<file path="config.mk">
export PLATFORM = sky130hd
export DESIGN_NAME = xlat_inval_unit
export DESIGN_NICKNAME = d
export VERILOG_FILES = /design/src/rtl/xinv_pkg.sv /design/src/rtl/xinv_queue.sv /design/src/rtl/xinv_array.sv /design/src/rtl/xlat_inval_unit.sv
export SDC_FILE = /design/constraint.sdc
export NUM_CORES = 1
export LEC_CHECK = 0
export ABC_AREA = 0
export ABC_CLOCK_PERIOD_IN_PS = 4450
export BUFFER_PORTS_ARGS = -buffer_cell sky130_fd_sc_hd__buf_2
export CAP_MARGIN = 30
export CORE_ASPECT_RATIO = 1.1
export CORE_UTILIZATION = 37
export CTS_BUF_LIST = sky130_fd_sc_hd__clkbuf_16
export CTS_CLUSTER_SIZE = 24
export DETAILED_ROUTE_END_ITERATION = 8
export GPL_ROUTABILITY_DRIVEN = 0
export PLACE_DENSITY = 0.53
export SYNTH_ARGS = -nofsm -noshare
export SYNTH_HDL_FRONTEND = slang
export SYNTH_SLANG_ARGS = --single-unit
</file>
<file path="constraint.sdc">
create_clock -name clk -period 4.45 [get_ports clk]
set_input_delay 0.89 -clock clk [delete_from_list [all_inputs] [get_ports clk]]
set_output_delay 0.89 -clock clk [all_outputs]
set_load 0.02 [all_outputs]
</file>
<file path="src/rtl/xinv_pkg.sv">
package xinv_pkg;

  typedef enum logic [2:0] {
    OP_FULL_FENCE  = 3'd0,
    OP_INV_ASID    = 3'd1,
    OP_INV_GUEST   = 3'd2,
    OP_INV_VMID    = 3'd3,
    OP_WAIT_STORES = 3'd4,
    OP_WAIT_INVALS = 3'd5
  } xinv_op_e;

  function automatic logic op_is_inval(input logic [2:0] op);
    return (op == OP_INV_ASID) || (op == OP_INV_GUEST) || (op == OP_INV_VMID);
  endfunction

endpackage

</file>
<file path="src/rtl/xinv_queue.sv">
module xinv_queue #(
  parameter int W     = 8,
  parameter int DEPTH = 4,
  localparam int PTR_W = (DEPTH > 1) ? $clog2(DEPTH) : 1,
  localparam int CNT_W = $clog2(DEPTH + 1)
) (
  input  logic             clk,
  input  logic             rst,
  input  logic             push,
  input  logic [W-1:0]     push_data,
  input  logic             pop,
  output logic [W-1:0]     head,
  output logic [CNT_W-1:0] count,
  output logic             empty,
  output logic             full
);

  logic [W-1:0]     mem [DEPTH];
  logic [PTR_W-1:0] rd_ptr, wr_ptr;

  function automatic logic [PTR_W-1:0] nxt(input logic [PTR_W-1:0] p);
    return (p == PTR_W'(DEPTH - 1)) ? '0 : p + 1'b1;
  endfunction

  always_ff @(posedge clk) begin
    if (push) mem[wr_ptr] <= push_data;
  end

  always_ff @(posedge clk) begin
    if (rst) begin
      rd_ptr <= '0;
      wr_ptr <= '0;
      count  <= '0;
    end else begin
      if (push) wr_ptr <= nxt(wr_ptr);
      if (pop)  rd_ptr <= nxt(rd_ptr);
      if (push && !pop)      count <= count + 1'b1;
      else if (pop && !push) count <= count - 1'b1;
    end
  end

  assign head  = mem[rd_ptr];
  assign empty = (count == '0);
  assign full  = (count == CNT_W'(DEPTH));

endmodule

</file>
<file path="src/rtl/xinv_array.sv">
module xinv_array #(
  parameter int ENTRIES = 8,
  parameter int VPN_W   = 20,
  parameter int ID_W    = 8,
  localparam int IDX_W  = (ENTRIES > 1) ? $clog2(ENTRIES) : 1
) (
  input  logic             clk,
  input  logic             rst,
  input  logic             fill_en,
  input  logic [IDX_W-1:0] fill_idx,
  input  logic [VPN_W-1:0] fill_vpn,
  input  logic [ID_W-1:0]  fill_asid,
  input  logic [ID_W-1:0]  fill_vmid,
  input  logic             fill_global,
  input  logic             kill_en,
  input  logic             kill_by_vmid,
  input  logic             kill_addr_zero,
  input  logic [VPN_W-1:0] kill_addr,
  input  logic             kill_id_zero,
  input  logic [ID_W-1:0]  kill_id,
  input  logic             lk_en,
  input  logic [VPN_W-1:0] lk_vpn,
  input  logic [ID_W-1:0]  lk_asid,
  input  logic [ID_W-1:0]  lk_vmid,
  output logic             lk_hit,
  output logic [IDX_W-1:0] lk_idx
);

  logic [ENTRIES-1:0] valid;
  logic [VPN_W-1:0]   e_vpn  [ENTRIES];
  logic [ID_W-1:0]    e_asid [ENTRIES];
  logic [ID_W-1:0]    e_vmid [ENTRIES];
  logic [ENTRIES-1:0] e_glb;
  logic [ENTRIES-1:0] kill_vec, hit_vec;

  for (genvar i = 0; i < ENTRIES; i++) begin : g_ent
    logic addr_ok, id_ok;
    assign addr_ok = kill_addr_zero || (e_vpn[i] == kill_addr);
    assign id_ok   = kill_id_zero ||
                     (kill_by_vmid ? (e_vmid[i] == kill_id)
                                   : ((e_asid[i] == kill_id) && !e_glb[i]));
    assign kill_vec[i] = valid[i] && addr_ok && id_ok;
    assign hit_vec[i]  = valid[i] && (e_vpn[i] == lk_vpn) &&
                         (e_vmid[i] == lk_vmid) &&
                         (e_glb[i] || (e_asid[i] == lk_asid));

    always_ff @(posedge clk) begin
      if (fill_en && fill_idx == IDX_W'(i)) begin
        e_vpn[i]  <= fill_vpn;
        e_asid[i] <= fill_asid;
        e_vmid[i] <= fill_vmid;
        e_glb[i]  <= fill_global;
      end
    end

    always_ff @(posedge clk) begin
      if (rst)                                   valid[i] <= 1'b0;
      else if (fill_en && fill_idx == IDX_W'(i)) valid[i] <= 1'b1;
      else if (kill_en && kill_vec[i])           valid[i] <= 1'b0;
    end
  end

  logic             found;
  logic [IDX_W-1:0] found_idx;

  always_comb begin
    found     = 1'b0;
    found_idx = '0;
    for (int i = ENTRIES - 1; i >= 0; i--) begin
      if (hit_vec[i]) begin
        found     = 1'b1;
        found_idx = IDX_W'(i);
      end
    end
  end

  always_ff @(posedge clk) begin
    if (rst) begin
      lk_hit <= 1'b0;
      lk_idx <= '0;
    end else begin
      lk_hit <= lk_en && found;
      if (lk_en && found) lk_idx <= found_idx;
    end
  end

endmodule

</file>
<file path="src/rtl/xlat_inval_unit.sv">
module xlat_inval_unit
  import xinv_pkg::*;
#(
  parameter int ENTRIES = 8,
  parameter int QDEPTH  = 4,
  parameter int VPN_W   = 20,
  parameter int ID_W    = 8,
  localparam int IDX_W  = (ENTRIES > 1) ? $clog2(ENTRIES) : 1
) (
  input  logic             clk,
  input  logic             rst,
  input  logic             in_valid,
  output logic             in_ready,
  input  logic [2:0]       in_op,
  input  logic [VPN_W-1:0] in_addr,
  input  logic             in_addr_zero,
  input  logic [ID_W-1:0]  in_id,
  input  logic             in_id_zero,
  input  logic             sb_empty,
  input  logic             fill_en,
  input  logic [IDX_W-1:0] fill_idx,
  input  logic [VPN_W-1:0] fill_vpn,
  input  logic [ID_W-1:0]  fill_asid,
  input  logic [ID_W-1:0]  fill_vmid,
  input  logic             fill_global,
  input  logic             lk_en,
  input  logic [VPN_W-1:0] lk_vpn,
  input  logic [ID_W-1:0]  lk_asid,
  input  logic [ID_W-1:0]  lk_vmid,
  output logic             lk_hit,
  output logic [IDX_W-1:0] lk_idx
);

  localparam int PW    = 3 + VPN_W + ID_W;
  localparam int CNT_W = $clog2(QDEPTH + 1);

  logic [PW-1:0]    q_in, q_head;
  logic [CNT_W-1:0] q_count;
  logic             q_empty, q_full, q_push, q_pop;
  logic             full_go;

  always_comb begin
    unique case (in_op)
      OP_FULL_FENCE:                       in_ready = sb_empty && q_empty && !fill_en;
      OP_INV_ASID, OP_INV_GUEST, OP_INV_VMID: in_ready = !q_full;
      OP_WAIT_STORES:                      in_ready = sb_empty;
      OP_WAIT_INVALS:                      in_ready = q_empty;
      default:                             in_ready = 1'b1;
    endcase
  end

  assign q_push  = in_valid && in_ready && op_is_inval(in_op);
  assign q_pop   = !q_empty && !fill_en;
  assign full_go = in_valid && in_ready && (in_op == OP_FULL_FENCE);
  assign q_in    = {in_op == OP_INV_VMID, in_addr_zero, in_addr, in_id_zero, in_id};

  xinv_queue #(.W(PW), .DEPTH(QDEPTH)) u_queue (
    .clk(clk), .rst(rst), .push(q_push), .push_data(q_in), .pop(q_pop),
    .head(q_head), .count(q_count), .empty(q_empty), .full(q_full)
  );

  logic             k_vmid, k_az, k_iz;
  logic [VPN_W-1:0] k_addr;
  logic [ID_W-1:0]  k_id;

  always_comb begin
    if (full_go) begin
      k_vmid = 1'b0;
      k_az   = in_addr_zero;
      k_addr = in_addr;
      k_iz   = in_id_zero;
      k_id   = in_id;
    end else begin
      {k_vmid, k_az, k_addr, k_iz, k_id} = q_head;
    end
  end

  xinv_array #(.ENTRIES(ENTRIES), .VPN_W(VPN_W), .ID_W(ID_W)) u_array (
    .clk(clk), .rst(rst),
    .fill_en(fill_en), .fill_idx(fill_idx), .fill_vpn(fill_vpn),
    .fill_asid(fill_asid), .fill_vmid(fill_vmid), .fill_global(fill_global),
    .kill_en(q_pop || full_go), .kill_by_vmid(k_vmid), .kill_addr_zero(k_az),
    .kill_addr(k_addr), .kill_id_zero(k_iz), .kill_id(k_id),
    .lk_en(lk_en), .lk_vpn(lk_vpn), .lk_asid(lk_asid), .lk_vmid(lk_vmid),
    .lk_hit(lk_hit), .lk_idx(lk_idx)
  );

endmodule

</file>
==> impl_results.md <==
* Pre-antenna DRT Iters at 9
* Final worst slack at 0.372 ns
* Syn-to-layout area delta at 15.1%
* CP Depth at 11
* Final Instance Count excl. Fillers at 2812
* Endpoints failing hold at 0
* Setup CP Type: in -> reg
* Endpoints failing setup at 0
* Root buf cell: clkbuf_16
* GR Overflow Total at 0
* Seq cells post-synth at 441
* Peak Freq at 245 MHz
* I/O Buffers at roughly 120
* Die Ht at 265 µm
* Hold Buf Count CTS at 0
* Most frequent cells in the layout: edfxtp_1 (420), xnor2_1 (324), xor2_1 (221)
* CP Capture Type: register
* Worst-path clk slew at 0.07 ns
* Max-Cap Viols at 0
* Worst Hold Class: reg -> reg
* Slew @ Worst Pin at 1.15 ns
* Core area at 61600 µm²
* Vias in the first global route at 16.7k
* Number of distinct library cells after synthesis at 69
* Buf/Inv on CP at 3
* Critical register-to-register path startpoint: u_queue.count[0]
* CTS buffer count at 47
* PD cells at 452 nW/µm²
* DR vias/cell at 6.18
* Chip Width at 241 µm
* Hold slack at between 0.4 and 0.5 ns
* Post-CTS resize count at 0
* Storage cell area at approximately 13000 µm²
* Largest net degree at the start of global routing at 38
* Hpwl dp at 71700 µm
* Worst IR Drop VDD at roughly 0.21 mV
* FF-to-FF setup slack at between 0.4 and 0.5 ns
* CP max stage cell: o311ai_0
* Met1 wire length at 37000 µm
* # clock sinks at around 440
* Met3 WL post-DR at 11900 µm
* Avg Cell Area, Syn at 12.9 µm²
* RSZ-0062 raised after global routing: no
* Most common cell after layout, fill and taps aside: edfxtp_1
* Std-Cell Rows at between 90 and 100
* Cells along the critical path: buf_2 > or4b_1 > nor3_4 > buf_12 > mux2i_1 > buf_4 > xor2_1 > nand4_1 > or3_1 > o311ai_0 > o311ai_0
* Antenna violations before repair at 1
* Drt wl/cell at 33.6 µm
* Static Leak at 8.66 nW
* CP Launch Point: in_op[2]
* Share of the yosys chip area belonging to registers at 0.561
* Max clock buf depth at 3
* FF-to-FF End: u_array.valid[1]
* Startpoint Class: primary input
* Fillers at 5753
* Syn Nets at 1923
* Die area at 63800 µm²
* Post-CTS Setup Inserts at 0
* Crit path to: u_array.valid[1]
* Setup TNS Final at 0 ns
* R2R cell count at 10
* Final wirelength at roughly 95000 µm
* Initial Util at 0.377
* Worst-skew pair later-pin latency at 0.60 ns
* Area of the multi-input gates at 9660 µm²
* Violations in the final reports: design-rule violations
* Dpl ws at 0.00799 ns
* CTS tree: built
* Final core utilization at 0.434
* WP data required at 4.86 ns
* Met2 WL at 39800 µm
* First-pass GRT wire length at 130000 µm
* Peak fanout along the critical path at 29
* DR vias at 17.4k
* Synth Instances at 1801
* Status: complete, but fails checks
* Post-synth top flop: edfxtp_1
* H-tree level count at 2
* Total Routing Usage GR at 0.296
* Final min period at approximately 4 ns
* Max-slew violations at 0
* Drt drc at 16
* Layout Skew at 0.0166 ns
* Top Layer Used: met4
* Crit-path max cell delay at 0.87 ns
* Crit path DAT at around 4.5 ns
* Detail Route Antenna Nets at 0
* Final #Nets at ~2.1k
* Top delay family on crit path: simple AND/OR/NAND/NOR gates
* Ports at 120
* DRT iter0 DRCs at ~3.0k
* Number of synthesized flops with an enable pin at 420
* Synth Cell Area at 23200 µm²
* Yosys warning count at 0
* Ratio of cells with drive above 1 in the final layout at 0.159
* Crit path top cell by count: o311ai_0
* Async S/R FF share, synth at 0
* Rel. slew slack at 0.225
* Placed instance count at 2722
* Final period util at 0.916
final cells by class:
cell class,instances,share of cell area
Sequential cell,441,0.487
Multi-Input combinational cell,1209,0.361
Clock buffer,49,0.0459
Timing Repair Buffer,180,0.0430
Tap cell,824,0.0386
Clock inverter,38,0.0139
Inverter,69,0.00969
Antenna cell,2,0.000187
worst min-delay path: stages (launching register included):
cell and delay [ns]:
dfxtp_1 0.32, nand2_1 0.06, a21oi_1 0.05
synth_stat cells (13+ instances only):
cell type	number	share of area
edfxtp_1	420	0.54
xnor2_1	324	0.12
xor2_1	221	0.083
nand4_1	104	0.028
nor4_1	91	0.025
inv_1	68	0.011
clkbuf_1	60	0.0097
nand2_1	50	0.0081
nor2_1	44	0.0071
nand3_1	36	0.0078
mux4_2	31	0.030
a21oi_1	28	0.0060
o21ai_0	26	0.0056
o22ai_1	25	0.0067
mux2i_1	24	0.010
dfxtp_1	21	0.018
nor3_1	20	0.0043
a221oi_1	13	0.0049
cell families (layout without fill, tap and decap cells):
family | after synthesis | in the layout | share of synthesized area
AO/OA/AOI/OAI | 199 | 199 | 0.0621
other | 0 | 2 | 0
multiplexers | 63 | 63 | 0.0452
flip-flops | 441 | 441 | 0.561
AND/OR/NAND/NOR | 395 | 395 | 0.0954
adder cells (fa/ha/maj) | 7 | 7 | 0.00409
XOR/XNOR | 545 | 545 | 0.205
buffers and inverters | 151 | 336 | 0.0267
through the flow:
stage	instance area, µm²	total power, mW
2_1_floorplan	23200	6.79
3_3_place_gp	25100	7.95
3_5_place_dp	25100	7.94
4_1_cts	26700	12.0
5_1_grt	26700	12.4
6_report	26700	12.1
power by group:
part	leakage, nW	internal, mW	switching, mW
clock	0.801	2.41	1.68
sequential	3.98	4.71	0.206
combinational	3.87	1.15	1.92
flip-flops by register name (all words and copies together) (netlist names), named ones only:
signal / cells
u_queue.rd_ptr: 2
u_array.e_glb: 8
u_array.lk_idx: 3
u_queue.count: 3
u_array.e_asid: 64
u_queue.mem: 124
u_array.e_vmid: 64
u_array.lk_hit: 1
u_array.valid: 8
u_array.e_vpn: 160
u_queue.wr_ptr: 2
per-layer routing:
metal	vias to the layer above	track usage
met5	-	0
met4	0	0.153
met3	333	0.0780
met2	1408	0.424
met1	8557	0.409
li1	7072	-
worst min path at each step:
| stage | start | depth (start not counted) | endpoint |
|---|---|---|---|
| floorplan | u_queue.rd_ptr[1] | 2 | register |
| global placement | u_array.lk_idx[0] | 2 | u_array.lk_idx[0] |
| detailed placement | u_array.lk_idx[0] | 2 | u_array.lk_idx[0] |
| CTS | u_array.lk_idx[0] | 2 | u_array.lk_idx[0] |
| global route | u_array.lk_idx[0] | 2 | u_array.lk_idx[0] |
| finish | u_array.lk_idx[0] | 2 | u_array.lk_idx[0] |
(Power assumes the default switching activity.)
